$ cat config.mk
export PLATFORM = sky130hd
export DESIGN_NAME = can_status_irq
export DESIGN_NICKNAME = d
export VERILOG_FILES = /design/src/rtl/can_si_pkg.sv /design/src/rtl/can_si_decode.sv /design/src/rtl/can_si_regs.sv /design/src/rtl/can_si_rdmux.sv /design/src/rtl/can_status_irq.sv
export SDC_FILE = /design/constraint.sdc
export NUM_CORES = 1
export LEC_CHECK = 0
export BUFFER_PORTS_ARGS = -buffer_cell sky130_fd_sc_hd__buf_2
export CAP_MARGIN = 20
export CELL_PAD_IN_SITES_DETAIL_PLACEMENT = 0
export CELL_PAD_IN_SITES_GLOBAL_PLACEMENT = 1
export CORE_MARGIN = 2
export CORE_UTILIZATION = 38
export DETAILED_ROUTE_END_ITERATION = 8
export PLACE_DENSITY = 0.8
export SLEW_MARGIN = 40
export SYNTH_ARGS = -nofsm -noshare
export SYNTH_HDL_FRONTEND = slang
export SYNTH_HIERARCHICAL = 1
export SYNTH_SLANG_ARGS = --single-unit
$ cat constraint.sdc
create_clock -name clk -period 1.1 [get_ports clk]
set_input_delay 0.055 -clock clk [delete_from_list [all_inputs] [get_ports clk]]
set_output_delay 0.055 -clock clk [all_outputs]
set_load 0.05 [all_outputs]
$ cat src/rtl/can_si_pkg.sv
package can_si_pkg;

    localparam int BYTE_W = 8;

    // status bit positions
    localparam int ST_RXBUF  = 0;
    localparam int ST_OVR    = 1;
    localparam int ST_TXFREE = 2;
    localparam int ST_TXDONE = 3;
    localparam int ST_RXING  = 4;
    localparam int ST_TXING  = 5;

    // interrupt flag bit positions
    localparam int IF_RX  = 0;
    localparam int IF_TX  = 1;
    localparam int IF_OVR = 3;

    // command masks
    localparam logic [BYTE_W-1:0] CMD_TX_M  = 8'h01;
    localparam logic [BYTE_W-1:0] CMD_REL_M = 8'h04;
    localparam logic [BYTE_W-1:0] CMD_CLR_M = 8'h08;

    // reset patterns
    localparam logic [BYTE_W-1:0] HW_MODE     = 8'h01;
    localparam logic [BYTE_W-1:0] HW_STAT     = 8'h3C;
    localparam logic [BYTE_W-1:0] SW_MODE_CLR = 8'h31;
    localparam logic [BYTE_W-1:0] SW_MODE_SET = 8'h01;
    localparam logic [BYTE_W-1:0] SW_STAT_CLR = 8'h37;
    localparam logic [BYTE_W-1:0] SW_STAT_SET = 8'h34;
    localparam logic [BYTE_W-1:0] MODE_KEEP   = 8'h1F;

    typedef struct packed {
        logic [BYTE_W-1:0] mode;
        logic [BYTE_W-1:0] status;
        logic [BYTE_W-1:0] flags;
        logic [BYTE_W-1:0] ien;
        logic [BYTE_W-1:0] clkdiv;
    } regs_t;

    typedef struct packed {
        logic wr_mode;
        logic wr_ien;
        logic wr_clk;
        logic wr_txfirst;
        logic cmd_tx;
        logic cmd_rel;
        logic cmd_clrovr;
        logic rd_flags;
    } dec_t;

    typedef struct packed {
        logic tx_done;
        logic rx_start;
        logic rx_end;
        logic msg_stored;
        logic buf_empty;
        logic overrun;
    } evt_t;

endpackage

$ cat src/rtl/can_si_decode.sv
module can_si_decode
    import can_si_pkg::*;
#(
    parameter int ADDR_W = 5,
    parameter int A_MODE = 0,
    parameter int A_CMD  = 1,
    parameter int A_IEN  = 4,
    parameter int A_FLAG = 3,
    parameter int A_TXF  = 16,
    parameter int A_CLK  = 31
) (
    input  logic              reg_wr,
    input  logic              reg_rd,
    input  logic [ADDR_W-1:0] reg_addr,
    input  logic [BYTE_W-1:0] reg_wdata,
    output dec_t              dec
);
    logic cmd_hit;

    always_comb begin
        cmd_hit        = reg_wr && (reg_addr == ADDR_W'(A_CMD));
        dec.wr_mode    = reg_wr && (reg_addr == ADDR_W'(A_MODE));
        dec.wr_ien     = reg_wr && (reg_addr == ADDR_W'(A_IEN));
        dec.wr_clk     = reg_wr && (reg_addr == ADDR_W'(A_CLK));
        dec.wr_txfirst = reg_wr && (reg_addr == ADDR_W'(A_TXF));
        dec.cmd_tx     = cmd_hit && ((reg_wdata & CMD_TX_M) != '0);
        dec.cmd_rel    = cmd_hit && ((reg_wdata & CMD_REL_M) != '0);
        dec.cmd_clrovr = cmd_hit && ((reg_wdata & CMD_CLR_M) != '0);
        dec.rd_flags   = reg_rd && (reg_addr == ADDR_W'(A_FLAG));
    end

endmodule

$ cat src/rtl/can_si_regs.sv
module can_si_regs
    import can_si_pkg::*;
(
    input  logic              clk,
    input  logic              rst_n,
    input  logic              sw_rst,
    input  dec_t              dec,
    input  logic [BYTE_W-1:0] wdata,
    input  evt_t              ev,
    input  logic              rx_pending,
    output regs_t             regs_q
);
    regs_t regs_d;

    always_comb begin
        regs_d = regs_q;
        if (sw_rst) begin
            regs_d.mode   = (regs_q.mode & ~SW_MODE_CLR) | SW_MODE_SET;
            regs_d.status = (regs_q.status & ~SW_STAT_CLR) | SW_STAT_SET;
        end else begin
            if (dec.wr_mode) regs_d.mode   = wdata & MODE_KEEP;
            if (dec.wr_ien)  regs_d.ien    = wdata;
            if (dec.wr_clk)  regs_d.clkdiv = wdata;

            // clearing sources first
            if (dec.cmd_tx) begin
                regs_d.status[ST_TXFREE] = 1'b0;
                regs_d.status[ST_TXDONE] = 1'b0;
            end
            if (ev.tx_done) regs_d.status[ST_TXING] = 1'b0;
            if (ev.rx_end)  regs_d.status[ST_RXING] = 1'b0;
            if (ev.buf_empty) begin
                regs_d.status[ST_RXBUF] = 1'b0;
                regs_d.flags[IF_RX]     = 1'b0;
            end
            if (dec.cmd_clrovr) begin
                regs_d.status[ST_OVR] = 1'b0;
                regs_d.flags[IF_OVR]  = 1'b0;
            end
            if (dec.rd_flags) begin
                regs_d.flags = '0;
                if (rx_pending) regs_d.flags[IF_RX] = 1'b1;
            end

            // setting sources last so that a set wins
            if (ev.tx_done) begin
                regs_d.status[ST_TXFREE] = 1'b1;
                regs_d.status[ST_TXDONE] = 1'b1;
                regs_d.flags[IF_TX]      = 1'b1;
            end
            if (dec.wr_txfirst) regs_d.status[ST_TXING] = 1'b1;
            if (ev.rx_start)    regs_d.status[ST_RXING] = 1'b1;
            if (ev.msg_stored) begin
                regs_d.status[ST_RXBUF] = 1'b1;
                regs_d.flags[IF_RX]     = 1'b1;
            end
            if (ev.overrun) begin
                regs_d.status[ST_OVR] = 1'b1;
                regs_d.flags[IF_OVR]  = 1'b1;
            end
        end
    end

    always_ff @(posedge clk or negedge rst_n) begin
        if (!rst_n) begin
            regs_q.mode   <= HW_MODE;
            regs_q.status <= HW_STAT;
            regs_q.flags  <= '0;
            regs_q.ien    <= '0;
            regs_q.clkdiv <= '0;
        end else begin
            regs_q <= regs_d;
        end
    end

endmodule

$ cat src/rtl/can_si_rdmux.sv
module can_si_rdmux
    import can_si_pkg::*;
#(
    parameter int ADDR_W = 5,
    parameter int A_MODE = 0,
    parameter int A_STAT = 2,
    parameter int A_FLAG = 3,
    parameter int A_IEN  = 4,
    parameter int A_CLK  = 31
) (
    input  logic [ADDR_W-1:0] reg_addr,
    input  regs_t             regs,
    output logic [BYTE_W-1:0] rdata
);
    always_comb begin
        case (reg_addr)
            ADDR_W'(A_MODE): rdata = regs.mode;
            ADDR_W'(A_STAT): rdata = regs.status;
            ADDR_W'(A_FLAG): rdata = regs.flags;
            ADDR_W'(A_IEN):  rdata = regs.ien;
            ADDR_W'(A_CLK):  rdata = regs.clkdiv;
            default:         rdata = '0;
        endcase
    end

endmodule

$ cat src/rtl/can_status_irq.sv
module can_status_irq
    import can_si_pkg::*;
#(
    parameter int ADDR_W = 5,
    parameter int A_MODE = 0,
    parameter int A_CMD  = 1,
    parameter int A_STAT = 2,
    parameter int A_FLAG = 3,
    parameter int A_IEN  = 4,
    parameter int A_TXF  = 16,
    parameter int A_CLK  = 31
) (
    input  logic              clk,
    input  logic              rst_n,
    input  logic              sw_rst,
    input  logic              reg_wr,
    input  logic              reg_rd,
    input  logic [ADDR_W-1:0] reg_addr,
    input  logic [7:0]        reg_wdata,
    output logic [7:0]        reg_rdata,
    input  logic              ev_tx_done,
    input  logic              ev_rx_start,
    input  logic              ev_rx_end,
    input  logic              ev_msg_stored,
    input  logic              ev_buf_empty,
    input  logic              ev_overrun,
    input  logic              rx_pending,
    output logic              tx_go,
    output logic              rx_release,
    output logic [7:0]        mode_o,
    output logic              irq
);
    dec_t  dec;
    evt_t  ev;
    regs_t regs_q;

    always_comb begin
        ev.tx_done    = ev_tx_done;
        ev.rx_start   = ev_rx_start;
        ev.rx_end     = ev_rx_end;
        ev.msg_stored = ev_msg_stored;
        ev.buf_empty  = ev_buf_empty;
        ev.overrun    = ev_overrun;
    end

    can_si_decode #(
        .ADDR_W(ADDR_W), .A_MODE(A_MODE), .A_CMD(A_CMD), .A_IEN(A_IEN),
        .A_FLAG(A_FLAG), .A_TXF(A_TXF), .A_CLK(A_CLK)
    ) u_dec (
        .reg_wr    (reg_wr),
        .reg_rd    (reg_rd),
        .reg_addr  (reg_addr),
        .reg_wdata (reg_wdata),
        .dec       (dec)
    );

    can_si_regs u_regs (
        .clk        (clk),
        .rst_n      (rst_n),
        .sw_rst     (sw_rst),
        .dec        (dec),
        .wdata      (reg_wdata),
        .ev         (ev),
        .rx_pending (rx_pending),
        .regs_q     (regs_q)
    );

    can_si_rdmux #(
        .ADDR_W(ADDR_W), .A_MODE(A_MODE), .A_STAT(A_STAT), .A_FLAG(A_FLAG),
        .A_IEN(A_IEN), .A_CLK(A_CLK)
    ) u_rd (
        .reg_addr (reg_addr),
        .regs     (regs_q),
        .rdata    (reg_rdata)
    );

    always_comb begin
        irq        = |(regs_q.flags & regs_q.ien);
        tx_go      = dec.cmd_tx;
        rx_release = dec.cmd_rel;
        mode_o     = regs_q.mode;
    end

endmodule

* Word level (Yosys, flattened, before mapping) *
Index checks and enable logic that the tools add are counted.

word-level totals
  logic and storage cells = 68
  bits in registers = 31
  input bits = 25
  output and inout bits = 19

cells by class
  bitwise operators = 2
  reduce and logical (&&, ||, !) cells = 28
  mux-type cells = 19
  equality and inequality tests = 6

operators by type and width
  cell                  count
  $pmux W8 S5           1
  $reduce_bool A3 Y1    7
  $mux W6               3
  $reduce_and A2 Y1     7
  $mux W1               12
  $eq A5 B2 Y1 const B  2
  $eq A5 B5 Y1 const B  2
  $logic_and A1 B1 Y1   9
  $and A4 B8 Y8         1
  $reduce_or A8 Y1      1
  $reduce_bool A2 Y1    3
  $eq A5 B1 Y1 const B  1
  $eq A5 B3 Y1 const B  1
  $logic_not A5 Y1      1
  $mux W2               2
  $mux W4               1
  $not A1 Y1            1

* Depth between registers and ports, before layout *
Gate-level depths: netlist (run 1).

  depth after elaboration = 6
  depth in mapped cells = 5
  mapped depth without buffers = 4

* Hierarchy *
The synthesis (run 1) kept the hierarchy.

by module, submodules not included
  module          sequential area each (µm²)  instances  area an instance (µm²)  cells each
  can_si_regs     757.0                       1          1,343.8                 96
  can_si_rdmux    0.0                         1          361.6                   44
  can_si_decode   0.0                         1          96.3                    14
  can_status_irq  0.0                         1          36.3                    5

* Least setup slack after synthesis (run 1) *
Ideal clock, no wire load.

  path kind = input -> register
  from = input reg_addr[3]
  to = register u_regs/regs_q[10] (netlist name)
  stages on the path = 5
  slack = -423 ps
  buffers on the path = 1
  required time = 975 ps
  library setup time = 125 ps
  arrival = 1,397 ps
  cells stage by stage = or3b_1 nor4b_1 nand2b_4 buf_6 mux2_4

RTL lines
  item         line                  source
  from (decl)  can_status_irq.sv:18  input logic [ADDR_W-1:0] reg_addr,

* Final worst setup path (run 1) *
  from = register u_regs/regs_q[19] (netlist name)
  to = output reg_rdata[3]

on the way
  cells in the longest elaborated chain, start to end = 1

ends and longest elaborated chain
  item         line                  source
  $pmux W8 S5  can_si_rdmux.sv:16    case (reg_addr)
  to (decl)    can_status_irq.sv:20  output logic [7:0] reg_rdata,

No other way between the ends.

==> out/results.ini, run 1 <==
[detailed_routing]
ant_nets=0
drc=0
wl_mm=4.95
viasPerCell=5.16
drt-initial-drc-count=40
dr.pass1.iters=4
vias=1522
avgRoutedWirePerCell_um=16.8

[placed_design]
dpl_worst_slack_ps=-405
place_congestion=0.810
dpl.hpwl_mm=3.61
dpl_cell_area_um2=2320
portBuffers=40

[grt]
grt.met1_usage_pct=26.8
antenna_found_initial=0
use_met2_pct=31.5
grt_usage_pct=20.1
grt_max_degree=31
grt_pass1_wl_mm=7.99
busiest_layer=met2
grt_pass1_vias=1543
overflow=0
grt_util_met3_pct=5.21

[floorplan]
die_height_um=73.5
io_pins=44
die_area_um2=5410
num_rows=25
dieWidth_um=73.5
core_um2=4690
start_util_pct=39.2

[logic_synthesis]
synth_seq_cells=30
seq_area_frac_synth_pct=41.2
synthCells=159
yosysMostFrequentCell=dfrtp_1
ys.flop_type=dfrtp_1
synth_area_per_cell_um2=11.6
synth_top_area_share_pct=34.0
synthArstFlopShare_pct=100
synth_common_cells=dfrtp_1 (25), mux2_4 (16), buf_4 (11)
yosys.area.top_type=dfrtp_1
ys_top_cells_by_area=dfrtp_1 (34%), mux2_4 (13%), dfstp_2 (7.1%), mux2_2 (5.5%), buf_4 (4.5%)
yosysUniqueCellTypes=37
synth_edf_count=0
yosys_warnings=6
syn_area_um2=1840

[power]
cell_internal_pwr_mw=2.14
power.switching_mw=0.932
pwr_density_cell_nw_per_um2=1160
p_sw_share_pct=30.3
irDropWorstVdd_mv=0.867
power_frac_comb_pct=27.5
leakage_nw=1.32
p_seq_share_pct=41.7
pwr-share-clk_pct=30.8
p_total_mw=3.07

[clocking]
cts_tree=built
clk_latency_ps=280
numCtsBuffers=5
cts_root_buf=clkbuf_8
clk_path_buf_depth=2
clk_pin_slew_worst_paths_ps=60
cts.sinks=30
htreeDepth=2

[sta]
fmax_mhz=590
hold_violations=0
skew_ps=0
grt_setup_unrepaired=yes
timing.final.ws_setup_ps=-594
finalSetupViolations=18
fin_crit_sh_pct=154
layout_min_cycle_time_ps=1690
slew_viol_final=0

[status]
status=finished with violations
violations=setup timing

[worst_hold_path]
hold_class=in -> reg

[setup_path]
start_kind=flip-flop
crit_path_end_kind=primary output
crit_type=reg -> out
worstPathArrival_ps=1640
crit_fanout=2
required_ps=1040

[layout]
syn_to_final_growth_pct=44.3
regMostFlops=u_regs/regs_q
final_nets=265
antennaDiodeCount=0
postLayoutCellArea_um2=2650
fillCellCount=415
final_util_pct=56.5
top_regs=u_regs/regs_q: 30 flops
largest_reg_flops=30
drive_gt1_share_pct=56.8

[run]
cap_violations=0

-- path summary, 6_finish.rpt --
path	slack [ps]	from	to	cells past startpoint
hold / removal	7	ev_overrun	u_regs/regs_q[25]	2
setup / recovery	-590	u_regs/regs_q[19]	reg_rdata[3]	4
max in group asynchronous	620	rst_n	u_regs/regs_q[29]	3
hold reg to reg	480	u_regs/regs_q[28]	u_regs/regs_q[28]	2
min in group asynchronous	240	rst_n	u_regs/regs_q[1]	3
setup reg to reg	80	u_regs/regs_q[19]	u_regs/regs_q[19]	4
-- cells by family after synthesis --
kind of cell	Yosys count	share of synthesized area (%)
flops	30	41.2
buf+inv	22	7.96
compound gates	33	14.3
other cells	1	0.204
mux	28	20.2
simple gates	45	16.1
-- through the flow --
stage | std cells | setup TNS, ps | hold slack (ps)
floorplan | 168 | -3390 | -241
global placement | 278 | -10090 | 16.9
detailed placement | 278 | -10520 | 18.5
CTS | 294 | -4440 | 4.60
global route | 295 | -5310 | 6.10
finish | 295 | -4490 | 6.58
-- per-layer routing --
metal	vias up	routed length [µm]
li1	739	-
met1	731	2230
met2	45	2430
met3	7	210
met4	0	79
met5	-	0
-- layout make-up --
type,count,area (µm²),area share (%)
well taps,54,67.6,2.55
clock inverters,2,12.5,0.472
repair buffers,81,663,25.0
flip-flops and latches,30,757,28.5
inverters,6,22.5,0.849
clock buffers,6,82.6,3.11
multi-input cells,116,1050,39.5
-- power groups by stage --
stage	clock network, mW	registers, mW	logic [mW]
2_1_floorplan	0	1.35	0.422
3_3_place_gp	0	1.30	0.740
3_5_place_dp	0	1.30	0.752
4_1_cts	0.973	1.28	0.839
5_1_grt	1.03	1.30	0.897
6_report	0.948	1.28	0.845
-- layout by cell type (no fill, tap or decap), types with 3 or more instances in the layout --
cell | synthesis | routed
buf_4 | 11 | 30
nor2_1 | 7 | 6
mux2_4 | 16 | 18
dfstp_2 | 5 | 5
a21oi_1 | 5 | 4
o21ai_0 | 5 | 5
nand2_1 | 3 | 3
a32o_1 | 5 | 5
nand3_1 | 3 | 3
mux2_2 | 9 | 7
a221o_2 | 6 | 6
inv_1 | 6 | 6
dlygate4sd3_1 | 0 | 5
nor2b_1 | 5 | 5
buf_6 | 3 | 12
buf_2 | 0 | 26
dfrtp_1 | 25 | 25
buf_8 | 0 | 5
clkbuf_8 | 0 | 6
mux2i_1 | 3 | 3
nand3b_1 | 4 | 4
conb_1 | 1 | 10
nand2b_1 | 3 | 3
-- worst max-delay path: stages (launching register included) --
cell	delay, ps
dfrtp_1	380
mux2_4	270
a32o_1	230
a221o_2	320
buf_6	160
-- repair_timing --
| item | in CTS | in global routing |
|---|---|---|
| endpoints found under the hold margin | 33 | 0 |
| hold buffers | 5 | 0 |
| setup endpoints to repair | 20 | 24 |
| setup buffers | 3 | 1 |
| pin swaps | 9 | 3 |
| resized for setup | 39 | 3 |
No activity file was read; power rests on OpenSTA's default activity.
==> run 2: changes to the inputs <==
ABC_AREA = 1   (was unset)
CORE_UTILIZATION = 35   (was 38)
PLACE_DENSITY = 0.79   (was 0.8)
RECOVER_POWER = 100   (was unset)
==> run 2 against run 1 <==
  * The flow still finishes with violations (setup timing)
  * First-iteration DRC count rose by 83%
  * Synthesized area rose by 8.8%
  * Global-route usage fell by 2.3 points
  * Synthesized cell count rose by 65%
  * Setup slack improved by 350 ps
  * Die area rose by 17%
  * Clock power fell by 11%
  * Cell count rose by 37%
  * Utilization fell by 9.5 points
  * Sequential cell count did not move
  * Via count rose by 21%
  * Register-to-register slack improved by 110 ps
  * Largest cell class unchanged
  * Highest routed layer unchanged
==> out/results.ini, run 2 <==
[sta]
slew_viol_final=0
layout_min_cycle_time_ps=1340
fmax_mhz=745
finalSetupViolations=12
hold_violations=0
relSlewSlack_pct=44.3
skew_ps=0
fin_crit_sh_pct=122
hold_ws_ps=0.338
grt_setup_unrepaired=yes
timing.final.ws_setup_ps=-242
worst_slew_pin_slew_ps=836

[power]
pwr-share-clk_pct=28.4
cell_internal_pwr_mw=1.98
p_seq_share_pct=44.1
pwr_density_cell_nw_per_um2=1140
p_sw_share_pct=32.9
leakage_nw=1.38
power_frac_comb_pct=27.4
power.switching_mw=0.971
irDropWorstVdd_mv=0.472

[detailed_routing]
drt-initial-drc-count=73
vias=1848
avgRoutedWirePerCell_um=13.0
wl_mm=5.23
viasPerCell=4.57
drc=0
ant_nets=0
dr.pass1.iters=4

[layout]
multiInputGateArea_um2=1020
final_nets=356
regArea_um2=762
fillCellCount=563
drive_gt1_share_pct=34.9
fin_cells=404
final_cell_mix=nand2_1 (84), nand4_1 (25), nor2_1 (23), buf_4 (23), buf_2 (22)
final_util_pct=47.1
antennaDiodeCount=0
top_regs=u_regs/regs_q: 30 flops
largest_reg_flops=30
regMostFlops=u_regs/regs_q
syn_to_final_growth_pct=29.6
layout_commonest_cell=nand2_1

[logic_synthesis]
ys_top_cells_by_area=dfrtp_1 (31%), nand2_1 (16%), nand4_1 (7.8%), o21ai_2 (7.0%), dfstp_2 (6.6%)
yosysUniqueCellTypes=26
syn_area_um2=2000
yosys.area.top_type=dfrtp_1
synth_area_per_cell_um2=7.64
yosys_warnings=6
yosysMostFrequentCell=nand2_1
synth_seq_cells=30
synthArstFlopShare_pct=100
seq_area_frac_synth_pct=37.8
synth_edf_count=0
ys.flop_type=dfrtp_1
synth_common_cells=nand2_1 (86), dfrtp_1 (25), nand4_1 (25)
synthCells=262
synth_top_area_share_pct=31.3

[setup_path]
cp_cell_sequence=nand4_1 -> nand2_1 -> nor2_1 -> nand2_1 -> buf_6
worstPathArrival_ps=1290
crit_path_max_incr_delay_ps=540
cp_common_cell=nand2_1
worst_path_max_delay_cell=dfstp_2
crit_type=reg -> out
crit_fanout=2
start_kind=flip-flop
required_ps=1040
crit_path_end_kind=primary output

[floorplan]
start_util_pct=36.3
io_pins=44
num_rows=27
dieWidth_um=79.6
die_area_um2=6340
core_um2=5510
die_height_um=79.6

[clocking]
cts.sinks=30
cts_tree=built
numCtsBuffers=5
clk_pin_slew_worst_paths_ps=60
htreeDepth=2
cts_root_buf=clkbuf_8
clk_path_buf_depth=2
clk_latency_ps=280

[grt]
overflow=0
grt_usage_pct=17.7
antenna_found_initial=0
grt_max_degree=19
grt_pass1_wl_mm=8.61
grt_pass1_vias=1815

[placed_design]
dp_cells=386
dpl_worst_slack_ps=-104
place_congestion=0.801
portBuffers=40
dpl.hpwl_mm=3.98

[status]
violations=setup timing
status=finished with violations

[run]
cap_violations=0

[worst_hold_path]
hold_class=in -> reg

-- run 2: stage by stage --
| stage | setup TNS, ps | power (mW) | area [µm²] |
|---|---|---|---|
| 2_1_floorplan | -96.3 | 1.82 | 2050 |
| 3_3_place_gp | -1070 | 2.03 | 2360 |
| 3_5_place_dp | -1140 | 2.04 | 2360 |
| 4_1_cts | -1570 | 2.97 | 2600 |
| 5_1_grt | -3150 | 3.13 | 2590 |
| 6_report | -1660 | 2.95 | 2590 |
-- run 2: power by group through the flow --
stage                     sequential (mW)  clock (mW)  combinational, mW
after CTS                            1.30       0.858              0.810
after detailed placement             1.33           0              0.716
after global placement               1.33           0              0.704
after global routing                 1.32       0.931              0.882
after floorplan                      1.36           0              0.452
final                                1.30       0.840              0.809
-- run 2: final timing paths --
kind / end / slack [ps] / cells past startpoint / startpoint
worst max-delay path: reg_rdata[5] / -240 / 5 / u_regs/regs_q[29]
worst min-delay path: u_regs/regs_q[28] / 0.3 / 3 / ev_rx_start
worst max register to register: u_regs/regs_q[28] / 190 / 3 / u_regs/regs_q[28]
worst min register to register: u_regs/regs_q[26] / 460 / 2 / u_regs/regs_q[26]
max in group asynchronous: u_regs/regs_q[32] / 50 / 3 / rst_n
min in group asynchronous: u_regs/regs_q[5] / 390 / 2 / rst_n
-- run 2: per-layer routing --
metal  track usage, %  vias up  routed length [µm]
li1                 -      974                   -
met1             23.0      823                2440
met2             29.5       46                2460
met3             3.39        5                 261
met4             6.03        0                  74
met5                0        -                   0
-- run 2: worst max-delay path, delay by kind of cell (launching register included) --
kind                   cells  cell delay (ps)
buffers and inverters      1              150
DFF                        1              540
and+or+nand+nor            4              320
-- run 2: cells by family after synthesis --
logic type             share of synthesized area, %
DFF                                            37.8
and+or+nand+nor                                40.1
AOI/OAI and AO/OA                              9.00
other                                         0.187
buffers and inverters                          12.9
-- run 2: final cells by class --
cell class	instances	share of cell area [%]
well taps	72	3.47
inverters	24	3.76
repair buffers	70	20.8
multi-input cells	200	39.4
flip-flops and latches	30	29.4
clock buffers	8	3.09
-- run 2: repair_timing --
item | 4_1_cts | 5_1_grt
gates resized for setup | 26 | 7
hold endpoints to repair | 31 | 0
pin swaps | 17 | 4
hold buffers | 3 | 0
endpoints found under the setup margin | 10 | 13
setup buffers | 6 | 2
==> run 3: changes to the inputs <==
GPL_TIMING_DRIVEN = 0   (was unset)
==> run 3 against run 2 <==
  * The run still ends with setup timing left
  * Via count up 2.6%
  * First-iteration DRC count fell by 4.1%
  * Sequential power barely moved
  * Clock skew is the same
  * Maximum frequency down 1.6%
  * Critical path depth unchanged
  * Largest cell class unchanged
  * Critical endpoint is now reg_rdata[4]
  * Sequential cell count unchanged
  * Utilization increased by 1.5 points
  * Power rose by 3.3%
  * Largest power group unchanged
  * Setup slack got worse by 22 ps
  * Clock power rose by 7.1%
  * Critical path type unchanged
==> out/results.ini, run 3 (synthesis gave the netlist of run 2 again) <==
[layout]
regArea_um2=762
final_nets=365
final_cell_mix=nand2_1 (81), buf_4 (26), nand4_1 (25)
multiInputGateArea_um2=1010
syn_to_final_growth_pct=33.8
largest_reg_flops=30
top_regs=u_regs/regs_q: 30 flops
fin_cells=413
fillCellCount=572
antennaDiodeCount=0
layout_commonest_cell=nand2_1
regMostFlops=u_regs/regs_q
drive_gt1_share_pct=37.0

[floorplan]
die_area_um2=6340
io_pins=44
num_rows=27
dieWidth_um=79.6
core_um2=5510
start_util_pct=36.3
die_height_um=79.6

[sta]
tns_ps=-1540
worst_slew_pin_slew_ps=750
grt_setup_unrepaired=yes
hold_violations=0
skew_ps=0
slew_viol_final=0
fin_crit_sh_pct=124
timing.final.ws_setup_ps=-265
relSlewSlack_pct=50.0
layout_min_cycle_time_ps=1360
fmax_mhz=733
finalSetupViolations=11

[detailed_routing]
avgRoutedWirePerCell_um=13.0
drt-initial-drc-count=70
drc=0
wl_mm=5.38
dr.pass1.iters=4
vias=1896
viasPerCell=4.59
ant_nets=0

[setup_path]
start_kind=flip-flop
crit_path_end_kind=primary output
crit_path_max_incr_delay_ps=540
crit_type=reg -> out
crit_fanout=2
cpLargestDelayFamily=flip-flops
worst_path_max_delay_cell=dfstp_2
crit_buf_inv=1
worstPathArrival_ps=1310
required_ps=1040
cp_cell_sequence=nand4_1 -> nand2_1 -> nor2_1 -> nand2_2 -> buf_8

[grt]
grt_pass1_wl_mm=8.77
overflow=0
grt_usage_pct=18.3
antenna_found_initial=0
grt_pass1_vias=1805
grt_max_degree=31

[placed_design]
place_congestion=0.779
dpl.hpwl_mm=3.93
dp_cells=382
portBuffers=39

[clocking]
numCtsBuffers=5
cts_root_buf=clkbuf_8
htreeDepth=2
cts.sinks=30
clk_pin_slew_worst_paths_ps=60
clk_path_buf_depth=2
clk_latency_ps=280
cts_tree=built

[run]
cap_violations=0

[status]
violations=setup timing
status=finished with violations

[power]
irDropWorstVdd_mv=0.726
pwr_density_cell_nw_per_um2=1140
leakage_nw=1.43

[worst_hold_path]
hold_class=in -> reg

==> run 3: cell types whose count changed in the layout (fill, tap and decap cells not counted), moves of 3 or more <==
cell / delta
o21ai_1: +4
dlygate4sd3_1: +3
clkbuf_1: -6
buf_4: +3
nand2_1: -3
o21ai_2: -4
nand2_2: +4
buf_6: +3
==> run 3: layout make-up <==
cell class              instances  area share [%]
repair buffers                 62            18.0
well taps                      72            3.37
plain buffers                  17            5.42
flip-flops and latches         30            28.5
clock buffers                   7            3.23
multi-input cells             200            37.6
clock inverters                 1           0.187
inverters                      24            3.65
==> run 3: layer usage <==
metal  track usage (%)  up-vias  share of wire [%]
met5                 0        -                  0
met4              5.17        0               0.87
met3              4.52        4                4.3
met2              30.3       45                 47
met1              23.7      856                 48
li1                  -      991                  -
==> run 3: worst paths after layout <==
check | cells past startpoint | slack (ps) | startpoint | end
min in group asynchronous | 2 | 380 | rst_n | u_regs/regs_q[5]
max | 5 | -260 | u_regs/regs_q[28] | reg_rdata[4]
max reg2reg | 4 | 200 | u_regs/regs_q[32] | u_regs/regs_q[32]
min | 4 | 20 | ev_buf_empty | u_regs/regs_q[24]
min reg2reg | 2 | 470 | u_regs/regs_q[26] | u_regs/regs_q[26]
max in group asynchronous | 2 | 200 | rst_n | u_regs/regs_q[34]
==> run 3: worst reg2reg max path, delay by kind of cell (launching register included) <==
kind          cells  cell delay [ps]
flops             1              540
simple gates      2              100
buf+inv           2              200
==> run 3: through the flow <==
| step | power (mW) | hold slack (ps) | setup slack (ps) | cell area, µm² | util (%) |
|---|---|---|---|---|---|
| after global placement | 2.02 | 136 | -261 | 2340 | 42.5 |
| after global routing | 3.21 | 18.5 | -335 | 2680 | 48.6 |
| final | 3.05 | 17.5 | -265 | 2680 | 48.6 |
| after CTS | 3.06 | 9.76 | -272 | 2690 | 48.8 |
| after detailed placement | 2.02 | 127 | -262 | 2340 | 42.5 |
| after floorplan | 1.82 | -241 | -65.4 | 2050 | - |
==> run 3: what timing repair did <==
item	in CTS	in global routing
setup endpoints to repair	10	11
hold buffers	6	0
resized for setup	27	5
hold endpoints to repair	31	0
pin swaps	14	1
buffers inserted	13	4
==> run 3: where the power goes <==
part / switching [mW] / total [mW] / internal, mW
Sequential: 0.0798 / 1.30 / 1.22
Combinational: 0.503 / 0.847 / 0.344
Clock: 0.397 / 0.900 / 0.503
Total: 0.980 / 3.05 / 2.07
